$ cat src/rtl/usbw_pkg.sv
package usbw_pkg;
  localparam int ADDR_W   = 32;
  localparam int FIDX_W   = 14;
  localparam int LINK_LSB = 5;

  typedef enum logic [2:0] {
    ST_IDLE, ST_PER_REQ, ST_PER_WAIT, ST_ASY_REQ, ST_ASY_WAIT
  } walk_st_t;

  localparam logic [1:0] PH_IDLE  = 2'd0;
  localparam logic [1:0] PH_PER   = 2'd1;
  localparam logic [1:0] PH_ASYNC = 2'd2;

  // Frame list entry: base page, index bits 12:3 as word offset.
  function automatic logic [ADDR_W-1:0] frame_entry(input logic [ADDR_W-1:0] base,
                                                    input logic [FIDX_W-1:0] fidx);
    return {base[ADDR_W-1:12], fidx[12:3], 2'b00};
  endfunction

  function automatic logic [ADDR_W-1:0] link_target(input logic [ADDR_W-1:0] w);
    return {w[ADDR_W-1:LINK_LSB], {LINK_LSB{1'b0}}};
  endfunction

  function automatic logic link_end(input logic [ADDR_W-1:0] w);
    return w[0];
  endfunction
endpackage

$ cat src/rtl/usbw_rd_tracker.sv
module usbw_rd_tracker (
  input  logic clk,
  input  logic rst_n,
  input  logic req_fire,
  input  logic rsp_valid,
  input  logic abort,
  output logic busy,
  output logic rsp_live
);
  logic out_q, stale_q, out_d, stale_d;

  always_comb begin
    out_d = out_q;
    if (req_fire)       out_d = 1'b1;
    else if (rsp_valid) out_d = 1'b0;
    stale_d = rsp_valid ? 1'b0 : stale_q;
    if (abort && (req_fire || (out_q && !rsp_valid))) stale_d = 1'b1;
  end

  always_ff @(posedge clk) begin
    if (!rst_n) begin
      out_q   <= 1'b0;
      stale_q <= 1'b0;
    end else begin
      out_q   <= out_d;
      stale_q <= stale_d;
    end
  end

  assign busy     = out_q;
  assign rsp_live = rsp_valid && !stale_q;
endmodule

$ cat src/rtl/usbw_qh_ptr.sv
module usbw_qh_ptr
  import usbw_pkg::*;
(
  input  logic              clk,
  input  logic              rst_n,
  input  logic              wr_en,
  input  logic [ADDR_W-1:0] wr_data,
  input  logic              adv_en,
  input  logic [ADDR_W-1:0] adv_data,
  output logic [ADDR_W-1:0] ptr
);
  always_ff @(posedge clk) begin
    if (!rst_n)      ptr <= '0;
    else if (wr_en)  ptr <= link_target(wr_data);
    else if (adv_en) ptr <= link_target(adv_data);
  end
endmodule

$ cat src/rtl/usb_sched_walker.sv
module usb_sched_walker
  import usbw_pkg::*;
(
  input  logic              clk,
  input  logic              rst_n,
  input  logic              uframe_tick,
  input  logic              per_en,
  input  logic              async_en,
  input  logic [ADDR_W-1:0] per_base,
  input  logic [FIDX_W-1:0] frindex,
  input  logic              async_wr,
  input  logic [ADDR_W-1:0] async_wdata,
  output logic              rd_valid,
  input  logic              rd_ready,
  output logic [ADDR_W-1:0] rd_addr,
  input  logic              rsp_valid,
  input  logic [ADDR_W-1:0] rsp_data,
  output logic [1:0]        phase,
  output logic [ADDR_W-1:0] async_ptr
);
  walk_st_t          st_q, st_d;
  logic [ADDR_W-1:0] addr_q, addr_d;
  logic              busy, rsp_live;

  // Named events for the checker.
  logic req_fire, ev_per_end, ev_async_step;
  assign req_fire      = rd_valid && rd_ready;
  assign ev_per_end    = !uframe_tick && st_q == ST_PER_WAIT && rsp_live && link_end(rsp_data);
  assign ev_async_step = !uframe_tick && st_q == ST_ASY_WAIT && rsp_live;

  usbw_rd_tracker u_trk (
    .clk(clk), .rst_n(rst_n), .req_fire(req_fire), .rsp_valid(rsp_valid),
    .abort(uframe_tick), .busy(busy), .rsp_live(rsp_live)
  );

  usbw_qh_ptr u_qh (
    .clk(clk), .rst_n(rst_n), .wr_en(async_wr), .wr_data(async_wdata),
    .adv_en(ev_async_step), .adv_data(rsp_data), .ptr(async_ptr)
  );

  always_comb begin
    st_d   = st_q;
    addr_d = addr_q;
    if (uframe_tick) begin
      if (per_en) begin
        st_d   = ST_PER_REQ;
        addr_d = frame_entry(per_base, frindex);
      end else if (async_en) begin
        st_d = ST_ASY_REQ;
      end else begin
        st_d = ST_IDLE;
      end
    end else begin
      case (st_q)
        ST_PER_REQ:  if (req_fire) st_d = ST_PER_WAIT;
        ST_PER_WAIT: if (rsp_live) begin
          if (link_end(rsp_data)) begin
            st_d = async_en ? ST_ASY_REQ : ST_IDLE;
          end else begin
            st_d   = ST_PER_REQ;
            addr_d = link_target(rsp_data);
          end
        end
        ST_ASY_REQ:  if (req_fire) st_d = ST_ASY_WAIT;
        ST_ASY_WAIT: if (rsp_live) st_d = async_en ? ST_ASY_REQ : ST_IDLE;
        default: ;
      endcase
    end
  end

  always_ff @(posedge clk) begin
    if (!rst_n) begin
      st_q   <= ST_IDLE;
      addr_q <= '0;
    end else begin
      st_q   <= st_d;
      addr_q <= addr_d;
    end
  end

  assign rd_valid = (st_q == ST_PER_REQ || st_q == ST_ASY_REQ) && !busy;
  assign rd_addr  = (st_q == ST_ASY_REQ) ? async_ptr : addr_q;

  always_comb begin
    case (st_q)
      ST_PER_REQ, ST_PER_WAIT: phase = PH_PER;
      ST_ASY_REQ, ST_ASY_WAIT: phase = PH_ASYNC;
      default:                 phase = PH_IDLE;
    endcase
  end
endmodule

$ cat config.mk
export PLATFORM = sky130hd
export DESIGN_NAME = usb_sched_walker
export DESIGN_NICKNAME = d
export VERILOG_FILES = /design/src/rtl/usbw_pkg.sv /design/src/rtl/usbw_rd_tracker.sv /design/src/rtl/usbw_qh_ptr.sv /design/src/rtl/usb_sched_walker.sv
export SDC_FILE = /design/constraint.sdc
export NUM_CORES = 1
export LEC_CHECK = 0
export BUFFER_PORTS_ARGS = -buffer_cell sky130_fd_sc_hd__buf_2
export CAP_MARGIN = 30
export CORE_UTILIZATION = 50
export CTS_CLUSTER_DIAMETER = 200
export DETAILED_ROUTE_END_ITERATION = 6
export PLACE_DENSITY_LB_ADDON = 0.08
export RECOVER_POWER = 100
export SYNTH_ARGS = -nofsm -noshare
export SYNTH_HDL_FRONTEND = slang
export SYNTH_HIERARCHICAL = 1
export SYNTH_SLANG_ARGS = --single-unit
export TNS_END_PERCENT = 1
$ cat constraint.sdc
create_clock -name clk -period 4 [get_ports clk]
set_input_delay 0.4 -clock clk [delete_from_list [all_inputs] [get_ports clk]]
set_output_delay 0.4 -clock clk [all_outputs]
set_load 0.01 [all_outputs]
# == Yosys cells after proc, flatten, opt, wreduce, memory -nomap -nowiden ==
# Index checks and enable logic that the tools add are counted.
# word_totals
reg_bits,64
out_inout_bits,67
# classes
reduce_logical,23
eq_ne,10
muxes,21
# op_table
cell,n
2-to-1 mux 32 bit,8
2-to-1 mux 3 bit,6
case mux 3 bit (4 select lines),1
nonzero test 2 bit,5
logical AND 1 bit,7
equality test 3 x 2 -> 1 bit (second input constant),2
!= test 3 x 2 -> 1 bit (second input constant),2
!= test 3 bit (second input constant),2
AND reduction 5 bit,1
nonzero test 5 bit,1
logical NOT 1 bit,4
2-to-1 mux 2 bit,2
case mux 2 bit (2 select lines),1
AND reduction 4 bit,1
OR reduction 2 bit,2
equality test 3 x 1 -> 1 bit (second input constant),1
equality test 3 bit (second input constant),1
2-to-1 mux 1 bit,3
logical OR 1 bit,2
!= test 2 x 1 -> 1 bit (second input constant),1
!= test 2 bit (second input constant),1

# == Depth between registers and ports, before layout ==
# Gate-level depths: netlist of the first run.
# depth
depth_word,7
ltp_mapped,7
mapped_depth_nobuf,5

# == By module ==
# The synthesis of the first run kept the hierarchy.
# by_module_without_submodules
mod,cells_per_inst,n_inst,seq_area_each_um2,area_each_um2
usb_sched_walker,210,1,660.6,2067.0
usbw_qh_ptr,125,1,540.5,1511.4
usbw_rd_tracker,10,1,40.0,87.6

# == Worst setup path before layout of the first run ==
# Ideal clock, no wire load.
# synth_path
kind,input to register
from,input port rsp_valid
to,register u_qh.ptr[10]
setup_slack_ns,2.070
n_path_buf,2
arrival_ns,1.814
setup_time_ns,0.116
path_stages,7
path_cell_list,nor2b_1 -> or3b_4 -> nor2_1 -> buf_6 -> buf_12 -> mux2_4 -> o211a_1
# synth_via
elab_chain_cells,3
# synth_lines
element,line,source
from (decl),usb_sched_walker.sv:16,"input logic rsp_valid,"
logical AND 1 bit,usbw_rd_tracker.sv:31,assign rsp_live = rsp_valid && !stale_q;
logical AND 1 bit,usb_sched_walker.sv:29,assign ev_async_step = !uframe_tick && st_q == ST_ASY_WAIT && rsp_live;
via ev_async_step,usb_sched_walker.sv:26,"logic req_fire, ev_per_end, ev_async_step;"
nonzero test 2 bit (no line),-,
to (signal assigned),usbw_qh_ptr.sv:14,else if (wr_en) ptr <= link_target(wr_data);
to (signal assigned),usbw_qh_ptr.sv:15,else if (adv_en) ptr <= link_target(adv_data);
to (decl),usbw_qh_ptr.sv:10,output logic [ADDR_W-1:0] ptr
# The timed path passes the listed nets, and every way through them passes these cells.
# A chain may end at the register's enable or synchronous reset.

# == Final worst setup path of the first run ==
# layout_path
from,register st_q[0]
to,register u_qh.ptr[30]
# layout_via
elab_chain_cells,4
# layout_lines
element,line,source
from (decl),usb_sched_walker.sv:21,"walk_st_t st_q, st_d;"
from (signal assigned),usb_sched_walker.sv:76,st_q <= st_d;
equality test 3 bit,usb_sched_walker.sv:29,
logical AND 1 bit (2 in a row),usb_sched_walker.sv:29,
via ev_async_step,usb_sched_walker.sv:26,
nonzero test 2 bit (no line),-,
# The timed path passes the listed nets, and every way through them passes these cells.

==> results of run 1 <==
==> area by class of cell <==
| cell class | count | area share |
|---|---|---|
| clock buffer | 10 | 0.0311 |
| multi-input combinational | 248 | 0.474 |
| sequential | 62 | 0.280 |
| tap | 96 | 0.0271 |
| timing repair buffer | 158 | 0.169 |
| clock inverter | 6 | 0.0155 |
| inverter | 4 | 0.00339 |
==> flip-flops by register name, summed over array words and instances, names as in the netlist <==
| register | count |
|---|---|
| addr_q | 30 |
| u_qh/ptr | 27 |
| st_q | 3 |
| u_trk/busy | 1 |
| u_trk/stale_q | 1 |
==> cells in the mapped netlist <==
library cell and instances:
sky130_fd_sc_hd__mux2i_1 28, sky130_fd_sc_hd__mux2_1 5, sky130_fd_sc_hd__o31ai_4 1, sky130_fd_sc_hd__buf_12 2, sky130_fd_sc_hd__a31oi_1 3, sky130_fd_sc_hd__mux2_4 20, sky130_fd_sc_hd__or3_1 2, sky130_fd_sc_hd__inv_1 4
sky130_fd_sc_hd__o21ai_1 1, sky130_fd_sc_hd__nor2b_1 4, sky130_fd_sc_hd__or3b_4 1, sky130_fd_sc_hd__a211o_1 1, sky130_fd_sc_hd__and4bb_1 1, sky130_fd_sc_hd__buf_1 2, sky130_fd_sc_hd__conb_1 1, sky130_fd_sc_hd__mux2_2 32
sky130_fd_sc_hd__nor4bb_1 1, sky130_fd_sc_hd__nand2b_1 14, sky130_fd_sc_hd__nand3_1 6, sky130_fd_sc_hd__clkbuf_1 6, sky130_fd_sc_hd__nor3_1 2, sky130_fd_sc_hd__buf_2 13, sky130_fd_sc_hd__nor2_1 6, sky130_fd_sc_hd__or3b_2 1
sky130_fd_sc_hd__a311o_1 1, sky130_fd_sc_hd__or2b_1 17, sky130_fd_sc_hd__buf_4 6, sky130_fd_sc_hd__buf_6 6, sky130_fd_sc_hd__xor2_1 1, sky130_fd_sc_hd__nand3b_1 3, sky130_fd_sc_hd__nand2_1 30, sky130_fd_sc_hd__xnor2_1 1
sky130_fd_sc_hd__o21ai_0 2, sky130_fd_sc_hd__a21boi_1 3, sky130_fd_sc_hd__dfxtp_1 62, sky130_fd_sc_hd__nand4_1 1, sky130_fd_sc_hd__o21a_1 1, sky130_fd_sc_hd__o211a_1 54
==> layout by cell type (no fill, tap or decap), drive strengths merged, types with 4 or more instances in the layout <==
cell     n
buf     97
clkbuf  71
conb     5
dfxtp   62
inv      6
mux2    57
mux2i   28
nand2   30
nand2b  14
nand3    6
nor2     6
nor2b    4
o211a   54
or2b    17
==> kinds of logic (layout without fill, tap and decap cells) <==
| family | Yosys count | after routing | share of synthesized area |
|---|---|---|---|
| AND/OR/NAND/NOR | 89 | 89 | 0.136 |
| multiplexers | 85 | 85 | 0.272 |
| AO/OA/AOI/OAI | 67 | 67 | 0.176 |
| flip-flops | 62 | 62 | 0.339 |
| buffers and inverters | 39 | 178 | 0.0717 |
| XOR/XNOR | 2 | 2 | 0.00478 |
| other | 1 | 5 | 0.00102 |
==> metal layers <==
metal  track usage  up-vias  share of wire
met5             0        -              0
met4        0.0864        0          0.013
met3        0.0556       12          0.060
met2         0.396      108           0.48
met1         0.269     1458           0.45
li1              -     1522              -
==> per-stage QoR <==
stage	power (uW)	std cells	utilization	hold slack, ns
finish	1560	584	0.638	0.358
global route	1640	584	0.638	0.340
CTS	1600	584	0.663	0.333
detailed placement	1030	568	0.634	0.465
global placement	1020	566	0.628	0.456
floorplan	914	349	-	0.443
==> final timing paths <==
check                                       startpoint                   endpoint  slack, ns  cells after the start
worst max-delay path              st_q[0]$_SDFFE_PN0P_  u_qh/ptr[30]$_SDFFE_PN0P_       1.20                      5
worst min-delay path                        frindex[4]     addr_q[3]$_SDFFE_PN0P_       0.36                      3
worst max register to register    st_q[0]$_SDFFE_PN0P_  u_qh/ptr[30]$_SDFFE_PN0P_       1.20                      5
worst min register to register  addr_q[4]$_SDFFE_PN0P_     addr_q[4]$_SDFFE_PN0P_       0.48                      2
==> worst max-delay path, delay by kind of cell (launching register included) <==
kind | cells | cell delay, ns
and+or+nand+nor | 2 | 0.90
DFF | 1 | 0.42
muxes | 1 | 0.41
buffers and inverters | 1 | 0.73
AOI/OAI and AO/OA | 1 | 0.20
==> power by group through the flow <==
stage / combinational (uW) / sequential, uW / clock [uW]
floorplan: 210 / 705 / 0
global placement: 318 / 704 / 0
detailed placement: 328 / 707 / 0
CTS: 330 / 693 / 579
global route: 334 / 698 / 610
finish: 303 / 692 / 569
==> flow_summary.ini, run 1 <==
[status]
status = complete, no violations

[detailed_routing]
drc_violation_count_after_routing = 0
finalWirelength_mm = 8.68
dr_total_vias = 3100
routed_antenna_nets = 0
post_drt_via_cell_ratio = 5.31
drt_pre_antenna_iters = 4
wl_per_cell_microns = 14.9
drt_iter0_drc = 72

[placed_design]
gp_congestion = 0.780
place_area_sq_um = 4400
buffer_ports.inserted = 152
detailed_place_hpwl_mm = 6.04
pre_cts_slack_ns = 1.47

[sta]
finalHoldViolations = 0
setup_repair_after_global_routing_missed_its_margin = no
finalSetupViolations = 0
final_max_tran_viols = 0
final_period_minus_worst_setup_slack_ns = 2.80
setup_slack_ns = 1.20
finClkSkew_ns = 0.0103
setup-tns-final_ns = 0
max-slew-margin-rel = 0.392
tightestPinTransition_ns = 0.911
final_min_period_over_clock_period = 0.699
fmaxAchievable_ghz = 0.358

[power_and_ir_drop]
p_switching_uw = 441
share_clk_of_total_power = 0.364
peak_supply_drop_mv = 0.181
cell_internal_pwr_uw = 1120
comb_power_share = 0.194
leakage_uw = 0.00243
p_per_area_nw_per_um2 = 353
pwr-share-seq = 0.443
switching_share = 0.282

[critical_path]
timing.critical_path.from_type = flip-flop
critical_path_arrival_ns = 3.02
critical_path.slowest_cell = sky130_fd_sc_hd__clkbuf_1
crit_path_max_incr_delay_ns = 0.73
worstPathRequired_ns = 4.22
cp-end-kind = flip-flop
setup.worst_path.class = flip-flop to flip-flop
critical_path.cell_chain = or3b_1, nor2_4, clkbuf_1, mux2_2, o211a_1
critPathMaxFanout = 14

[clock_tree]
postCtsSetupBuffers = 0
cts_root_cell = sky130_fd_sc_hd__clkbuf_8
ctsHoldBuffers = 0
clk_path_buf_depth = 2
tritoncts = built
post_cts.resized_instances = 0
worst_skew_pair.late_latency_ns = 0.33
htree_num_levels = 3
clkSinkCount = 62
clkSlewWorstSetupHoldPaths_ns = 0.08
cts_buffers = 9

[die]
die-area_sq_um = 7680
site_rows = 30
chipWidth_microns = 87.6
initial_standard_cell_utilization_of_the_core = 0.528
dieHeight_microns = 87.6
ios = 185
floorplan.core_area_sq_um = 6940

[flow_run]
drv.max_cap_violation_count = 0

[synthesis]
synth.yosys.warnings = 6
synth.cell_area_sq_um = 3670
synth_cell_type_count = 38
synth_largest_area_cell = sky130_fd_sc_hd__dfxtp_1
synth.yosys.seq_area_share = 0.339
synth_register_bits = 62
syn-mean-instance-area_sq_um = 10.6
synthTopCellsByArea = sky130_fd_sc_hd__dfxtp_1 (34%), sky130_fd_sc_hd__o211a_1 (15%), sky130_fd_sc_hd__mux2_2 (9.8%), sky130_fd_sc_hd__mux2_4 (8.2%), sky130_fd_sc_hd__mux2i_1 (7.6%)
synthCells = 345
synth.top_cell.area_share = 0.339

[cells_and_area]
area.sequential_sq_um = 1240
insertedDiodeCount = 0
nNetsFinal = 601
fraction_of_final_layout_cells_sized_beyond_drive_strength_1 = 0.305
fillers = 644
area_growth_pct = 20.9
finish.instance_area_sq_um = 4430
multiInputGateArea_sq_um = 2100

[global_route]
grt_max_degree = 55
grt_antenna_before_repair = 0
grt_overflow_total = 0
first_global_vias = 2948
track_usage = 0.227
first_pass_grt_wire_length_mm = 13.5

[min_path]
hold_path_class = input pin to flip-flop
(Power assumes the default switching activity.)
==> run 2, diff against run 1 <==
ABC_AREA = 1   (was default)
CORE_UTILIZATION = 42   (was 50)
clock period = 2.5 ns   (was 4 ns; I/O delays follow)
==> run 2 against run 1 <==
Compared with the run above:
- area after synthesis up 1.5%
- global-route usage increased by 1.3 points
- register-to-register slack got worse by 0.81 ns
- critical path depth rose by 1
- sequential power rose by 65%
==> flow_summary.ini, run 2 <==
[cells_and_area]
register_with_the_highest_flop_count = addr_q
mostFrequentLayoutCell = sky130_fd_sc_hd__nand2_1
largest_registers = addr_q: 30 flops, u_qh/ptr: 27 flops, st_q: 3 flops
finalNonFillerCells = 790
fraction_of_final_layout_cells_sized_beyond_drive_strength_1 = 0.188
layout.cells.most_common_list = sky130_fd_sc_hd__nand2_1 (167), sky130_fd_sc_hd__buf_2 (96), sky130_fd_sc_hd__nand3_1 (91)
largest_register_ffs = 30
insertedDiodeCount = 0
nNetsFinal = 800
area_growth_pct = 19.3

[clock_tree]
clk_path_buf_depth = 2
cts_buffers = 9
cts_root_cell = sky130_fd_sc_hd__clkbuf_8
clkSlewWorstSetupHoldPaths_ns = 0.06
post_cts.resized_instances = 0
htree_num_levels = 3
tritoncts = built
worst_skew_pair.late_latency_ns = 0.34
postCtsSetupBuffers = 0
ctsHoldBuffers = 0
clkSinkCount = 62

[sta]
max-slew-margin-rel = 0.442
finalSetupViolations = 0
finClkSkew_ns = 0.00932
setup_repair_after_global_routing_missed_its_margin = no
tightestPinTransition_ns = 0.837
final_min_period_over_clock_period = 0.847
setup-tns-final_ns = 0
fmaxAchievable_ghz = 0.472
finalHoldViolations = 0
final_max_tran_viols = 0
final_period_minus_worst_setup_slack_ns = 2.12

[synthesis]
synthFlopType = sky130_fd_sc_hd__dfxtp_1
synth_top_cells_by_count = sky130_fd_sc_hd__nand2_1 (166), sky130_fd_sc_hd__nand3_1 (91), sky130_fd_sc_hd__inv_1 (68)
yosys.cell_count.top_type = sky130_fd_sc_hd__nand2_1
synth.yosys.seq_area_share = 0.333
synthTopCellsByArea = sky130_fd_sc_hd__dfxtp_1 (33%), sky130_fd_sc_hd__nand2_1 (17%), sky130_fd_sc_hd__nand3_1 (12%), sky130_fd_sc_hd__mux2i_1 (7.3%), sky130_fd_sc_hd__inv_1 (6.9%)
synth.cell_area_sq_um = 3720
synth.yosys.warnings = 6
asyncSetResetFlopFracSynth = 0
synthCells = 545
synth_largest_area_cell = sky130_fd_sc_hd__dfxtp_1
synth.top_cell.area_share = 0.333
syn-mean-instance-area_sq_um = 6.83
synth_register_bits = 62
synth_cell_type_count = 27
synth_edf_count = 0

[die]
dieHeight_microns = 96.1
site_rows = 33
die-area_sq_um = 9240
chipWidth_microns = 96.1
initial_standard_cell_utilization_of_the_core = 0.444
ios = 185
floorplan.core_area_sq_um = 8380

[critical_path]
critical_path_arrival_ns = 1.87
worstPathRequired_ns = 2.25
timing.critical_path.from_type = flip-flop
critical_path.cell_chain = inv_1, nand2_1, nor2_4, clkbuf_2, o21ai_0, clkbuf_1
setup.worst_path.class = flip-flop to primary output
critical_path.slowest_cell = sky130_fd_sc_hd__dfxtp_1
crit_path_max_incr_delay_ns = 0.40
critPathMaxFanout = 26
cp-end-kind = primary output

[status]
status = complete, no violations

[detailed_routing]
drt_iter0_drc = 171
finalWirelength_mm = 10.7
drc_violation_count_after_routing = 0
dr_total_vias = 3866
routed_antenna_nets = 0
drt_pre_antenna_iters = 4
wl_per_cell_microns = 13.6
post_drt_via_cell_ratio = 4.89

[placed_design]
buffer_ports.inserted = 152
placed_cell_count = 776
detailed_place_hpwl_mm = 7.22
gp_congestion = 0.797

[global_route]
grt_antenna_before_repair = 0
grt.met2_usage = 0.409
grt_max_degree = 37
grt_met1_usage = 0.293
top_usage_layer = met2
first_pass_grt_wire_length_mm = 16.8
first_global_vias = 3538
grt_overflow_total = 0
track_usage = 0.239
grt_use_met3 = 0.0498

[power_and_ir_drop]
p_per_area_nw_per_um2 = 664
peak_supply_drop_mv = 0.372
leakage_uw = 0.00229

[min_path]
hold_path_class = input pin to flip-flop

[flow_run]
drv.max_cap_violation_count = 0
## run 2: cell count changes after synthesis, moves of 27 or more
cell                      delta
sky130_fd_sc_hd__a21oi_2    +27
sky130_fd_sc_hd__inv_1      +64
sky130_fd_sc_hd__mux2_2     -32
sky130_fd_sc_hd__nand2_1   +136
sky130_fd_sc_hd__nand3_1    +85
sky130_fd_sc_hd__o211a_1    -54
## run 2: metal layers
layer	up-vias	part of all wire
met5	-	0
met1	1726	0.45
met4	0	0.017
met3	15	0.074
met2	136	0.46
li1	1989	-
## run 2: per-stage QoR
step	area (sq um)	hold WS [ns]	utilization	total power, uW	setup slack, ns
detailed placement	4430	0.445	0.529	2160	0.616
CTS	4620	0.167	0.551	3050	0.464
global route	4440	0.193	0.530	3130	0.198
floorplan	3740	0.381	-	1850	1.07
global placement	4430	0.440	0.529	2150	0.664
finish	4440	0.185	0.530	2950	0.381
## run 2: worst max-delay path, delay by kind of cell, from the launching register on
family / cells / cell delay (ns)
buffers and inverters: 3 / 0.57
flip-flops: 1 / 0.40
AO/OA/AOI/OAI: 1 / 0.30
AND/OR/NAND/NOR: 2 / 0.25
## run 2: final timing paths
path	from	end	slack [ns]	cells after the start
max	st_q[2]$_SDFFE_PN0P_	rd_addr[21]	0.38	6
min	frindex[3]	addr_q[2]$_SDFFE_PN0P_	0.19	3
max reg2reg	st_q[0]$_SDFFE_PN0P_	u_qh/ptr[31]$_SDFFE_PN0P_	0.39	9
min reg2reg	addr_q[19]$_SDFFE_PN0P_	addr_q[19]$_SDFFE_PN0P_	0.45	2
## run 2: power breakdown
group	internal [uW]	switching, uW	leakage, uW
registers	1090	51.0	0.000512
clock network	505	382	0.0000956
logic	312	602	0.00168
## run 2: final cells by class
type	count	area, sq um
timing repair buffer	161	753
inverter	72	275
tap	105	131
clock inverter	1	30.0
sequential	62	1240
multi-input combinational	376	1850
fill	934	3940
clock buffer	13	159
## run 2: logic make-up (layout without fill, tap and decap cells)
kind of cell,after synthesis,in the layout,share of synthesized area
and+or+nand+nor,279,279,0.324
buffers and inverters,111,247,0.148
other,1,5,0.00101
muxes,27,27,0.0726
DFF,62,62,0.333
AOI/OAI and AO/OA,65,65,0.121
==> run 3, diff against run 2 <==
ABC_AREA = 0   (was 1)
CORE_UTILIZATION = 46   (was 42)
clock period = 2.05 ns   (was 2.5 ns; I/O delays follow)
==> run 3 against run 2 <==
Compared with the run above:
- non-clock buffer count up 1
- final area up 3.3%
- die area down 9.9%
- clock-buffer cell count down 4
- first-iteration DRC count down 60%
- flip-flop and latch count unchanged
- sequential power up 18%
- hold slack worse by 0.044 ns
- clock skew down 0.0051 ns
- critical endpoint is now u_qh/ptr[19]$_SDFFE_PN0P_
- largest cell class unchanged
- highest routed layer unchanged
==> flow_summary.ini, run 3 (same netlist as run 1, synthesis figures left out) <==
[global_route]
grt_use_met3 = 0.0611
first_global_vias = 3022
first_pass_grt_wire_length_mm = 14.0
top_usage_layer = met2
grt_overflow_total = 0
grt_met1_usage = 0.246
grt.met2_usage = 0.369
grt_max_degree = 55
track_usage = 0.209
grt_antenna_before_repair = 0

[cells_and_area]
finalNonFillerCells = 594
register_with_the_highest_flop_count = addr_q
largest_registers = addr_q: 30 flops, u_qh/ptr: 27 flops, st_q: 3 flops
insertedDiodeCount = 0
mostFrequentLayoutCell = sky130_fd_sc_hd__buf_2
largest_register_ffs = 30
utilization = 0.593
multiInputGateArea_sq_um = 2110
area.sequential_sq_um = 1240
fillers = 765
layout.cells.most_common_list = sky130_fd_sc_hd__buf_2 (94), sky130_fd_sc_hd__dfxtp_1 (61), sky130_fd_sc_hd__clkbuf_1 (56)
area_growth_pct = 25.1
nNetsFinal = 605
fraction_of_final_layout_cells_sized_beyond_drive_strength_1 = 0.325

[critical_path]
critPathMaxFanout = 12
critical_path.slowest_cell = sky130_fd_sc_hd__or3b_1
cp-end-kind = flip-flop
worstReg2RegStart = u_trk/stale_q$_SDFFE_PN0P_
regToRegSetupSlack_ns = 0.12
setup.worst_path.class = flip-flop to flip-flop
critical_path_arrival_ns = 2.14
crit_path_max_incr_delay_ns = 0.44
critical_path.cell_chain = nor2b_1, or3b_1, nor2_4, buf_12, mux2_1, o211a_1
destination_of_the_worst_register_to_register_timing_path = u_qh/ptr[19]$_SDFFE_PN0P_
timing.critical_path.from_type = flip-flop
worstPathRequired_ns = 2.27
reg2reg_depth = 6

[detailed_routing]
drt_iter0_drc = 68
routed_antenna_nets = 0
dr_total_vias = 3109
wl_per_cell_microns = 14.6
drt_pre_antenna_iters = 4
post_drt_via_cell_ratio = 5.23
finalWirelength_mm = 8.69
drc_violation_count_after_routing = 0

[min_path]
whs_path_depth = 3
hold_path_class = input pin to flip-flop
hold_path_startpoint = frindex[3]
timing.hold.worst_endpoint = addr_q[2]$_SDFFE_PN0P_

[clock_tree]
clkSinkCount = 62
worst_skew_pair.late_latency_ns = 0.33
htree_num_levels = 3
post_cts.resized_instances = 0
postCtsSetupBuffers = 0
ctsHoldBuffers = 0
cts_root_cell = sky130_fd_sc_hd__clkbuf_8
clk_path_buf_depth = 2
cts_buffers = 9
clkSlewWorstSetupHoldPaths_ns = 0.07
tritoncts = built

[die]
chipWidth_microns = 91.3
initial_standard_cell_utilization_of_the_core = 0.474
dieHeight_microns = 91.3
ios = 185
die-area_sq_um = 8330
floorplan.core_area_sq_um = 7730
site_rows = 32

[sta]
final_period_minus_worst_setup_slack_ns = 1.93
setup_slack_ns = 0.123
tightestPinTransition_ns = 0.614
finalSetupViolations = 0
finClkSkew_ns = 0.00425
finalHoldViolations = 0
final_min_period_over_clock_period = 0.940
setup-tns-final_ns = 0
fmaxAchievable_ghz = 0.519
setup_repair_after_global_routing_missed_its_margin = no
final_max_tran_viols = 0
max-slew-margin-rel = 0.591
whs_ns = 0.141

[placed_design]
placed_cell_count = 578
gp_congestion = 0.792
pre_cts_slack_ns = 0.146
buffer_ports.inserted = 152
detailed_place_hpwl_mm = 5.92

[power_and_ir_drop]
p_per_area_nw_per_um2 = 706
leakage_uw = 0.00251
peak_supply_drop_mv = 0.408

[status]
status = complete, no violations

[flow_run]
drv.max_cap_violation_count = 0
[run 3: where the power goes]
part	total [uW]	switching [uW]	internal, uW
combinational	615	302	313
clock	1280	476	801
sequential	1350	54.2	1290
total	3240	833	2410
[run 3: worst max path at each step]
stage | from | endpoint | cells after the start
2_1_floorplan | u_trk/stale_q$_SDFFE_PN0P_ | u_qh/ptr[10]$_SDFFE_PN0P_ | 7
3_3_place_gp | rsp_valid | u_qh/ptr[6]$_SDFFE_PN0P_ | 7
3_5_place_dp | rsp_valid | u_qh/ptr[7]$_SDFFE_PN0P_ | 7
4_1_cts | st_q[2]$_SDFFE_PN0P_ | rd_addr[7] | 4
5_1_grt | st_q[1]$_SDFFE_PN0P_ | rd_addr[7] | 4
6_report | u_trk/stale_q$_SDFFE_PN0P_ | u_qh/ptr[19]$_SDFFE_PN0P_ | 6
[run 3: final cells by class]
type | count | area share
inverters | 4 | 0.00328
clock inverters | 7 | 0.0246
well taps | 102 | 0.0278
multi-input cells | 248 | 0.460
clock buffers | 9 | 0.0270
repair buffers | 162 | 0.186
flip-flops and latches | 62 | 0.271
[run 3: stage by stage]
| stage | instance area (sq um) | total power [uW] |
|---|---|---|
| final | 4580 | 3240 |
| after global routing | 4580 | 3410 |
| after CTS | 4730 | 3320 |
| after detailed placement | 4490 | 2040 |
| after global placement | 4490 | 2020 |
| after floorplan | 3680 | 1780 |
[run 3: metal layers]
| layer | part of all wire | up-vias |
|---|---|---|
| met1 | 0.44 | 1469 |
| li1 | - | 1528 |
| met2 | 0.48 | 103 |
| met5 | 0 | - |
| met4 | 0.013 | 0 |
| met3 | 0.059 | 9 |
[run 3: critical path: cells and delay by family, from the launching register on]
family	cells	cell delay [ns]
buffers and inverters	1	0.17
AND/OR/NAND/NOR	3	0.75
multiplexers	1	0.35
flip-flops	1	0.31
AO/OA/AOI/OAI	1	0.22
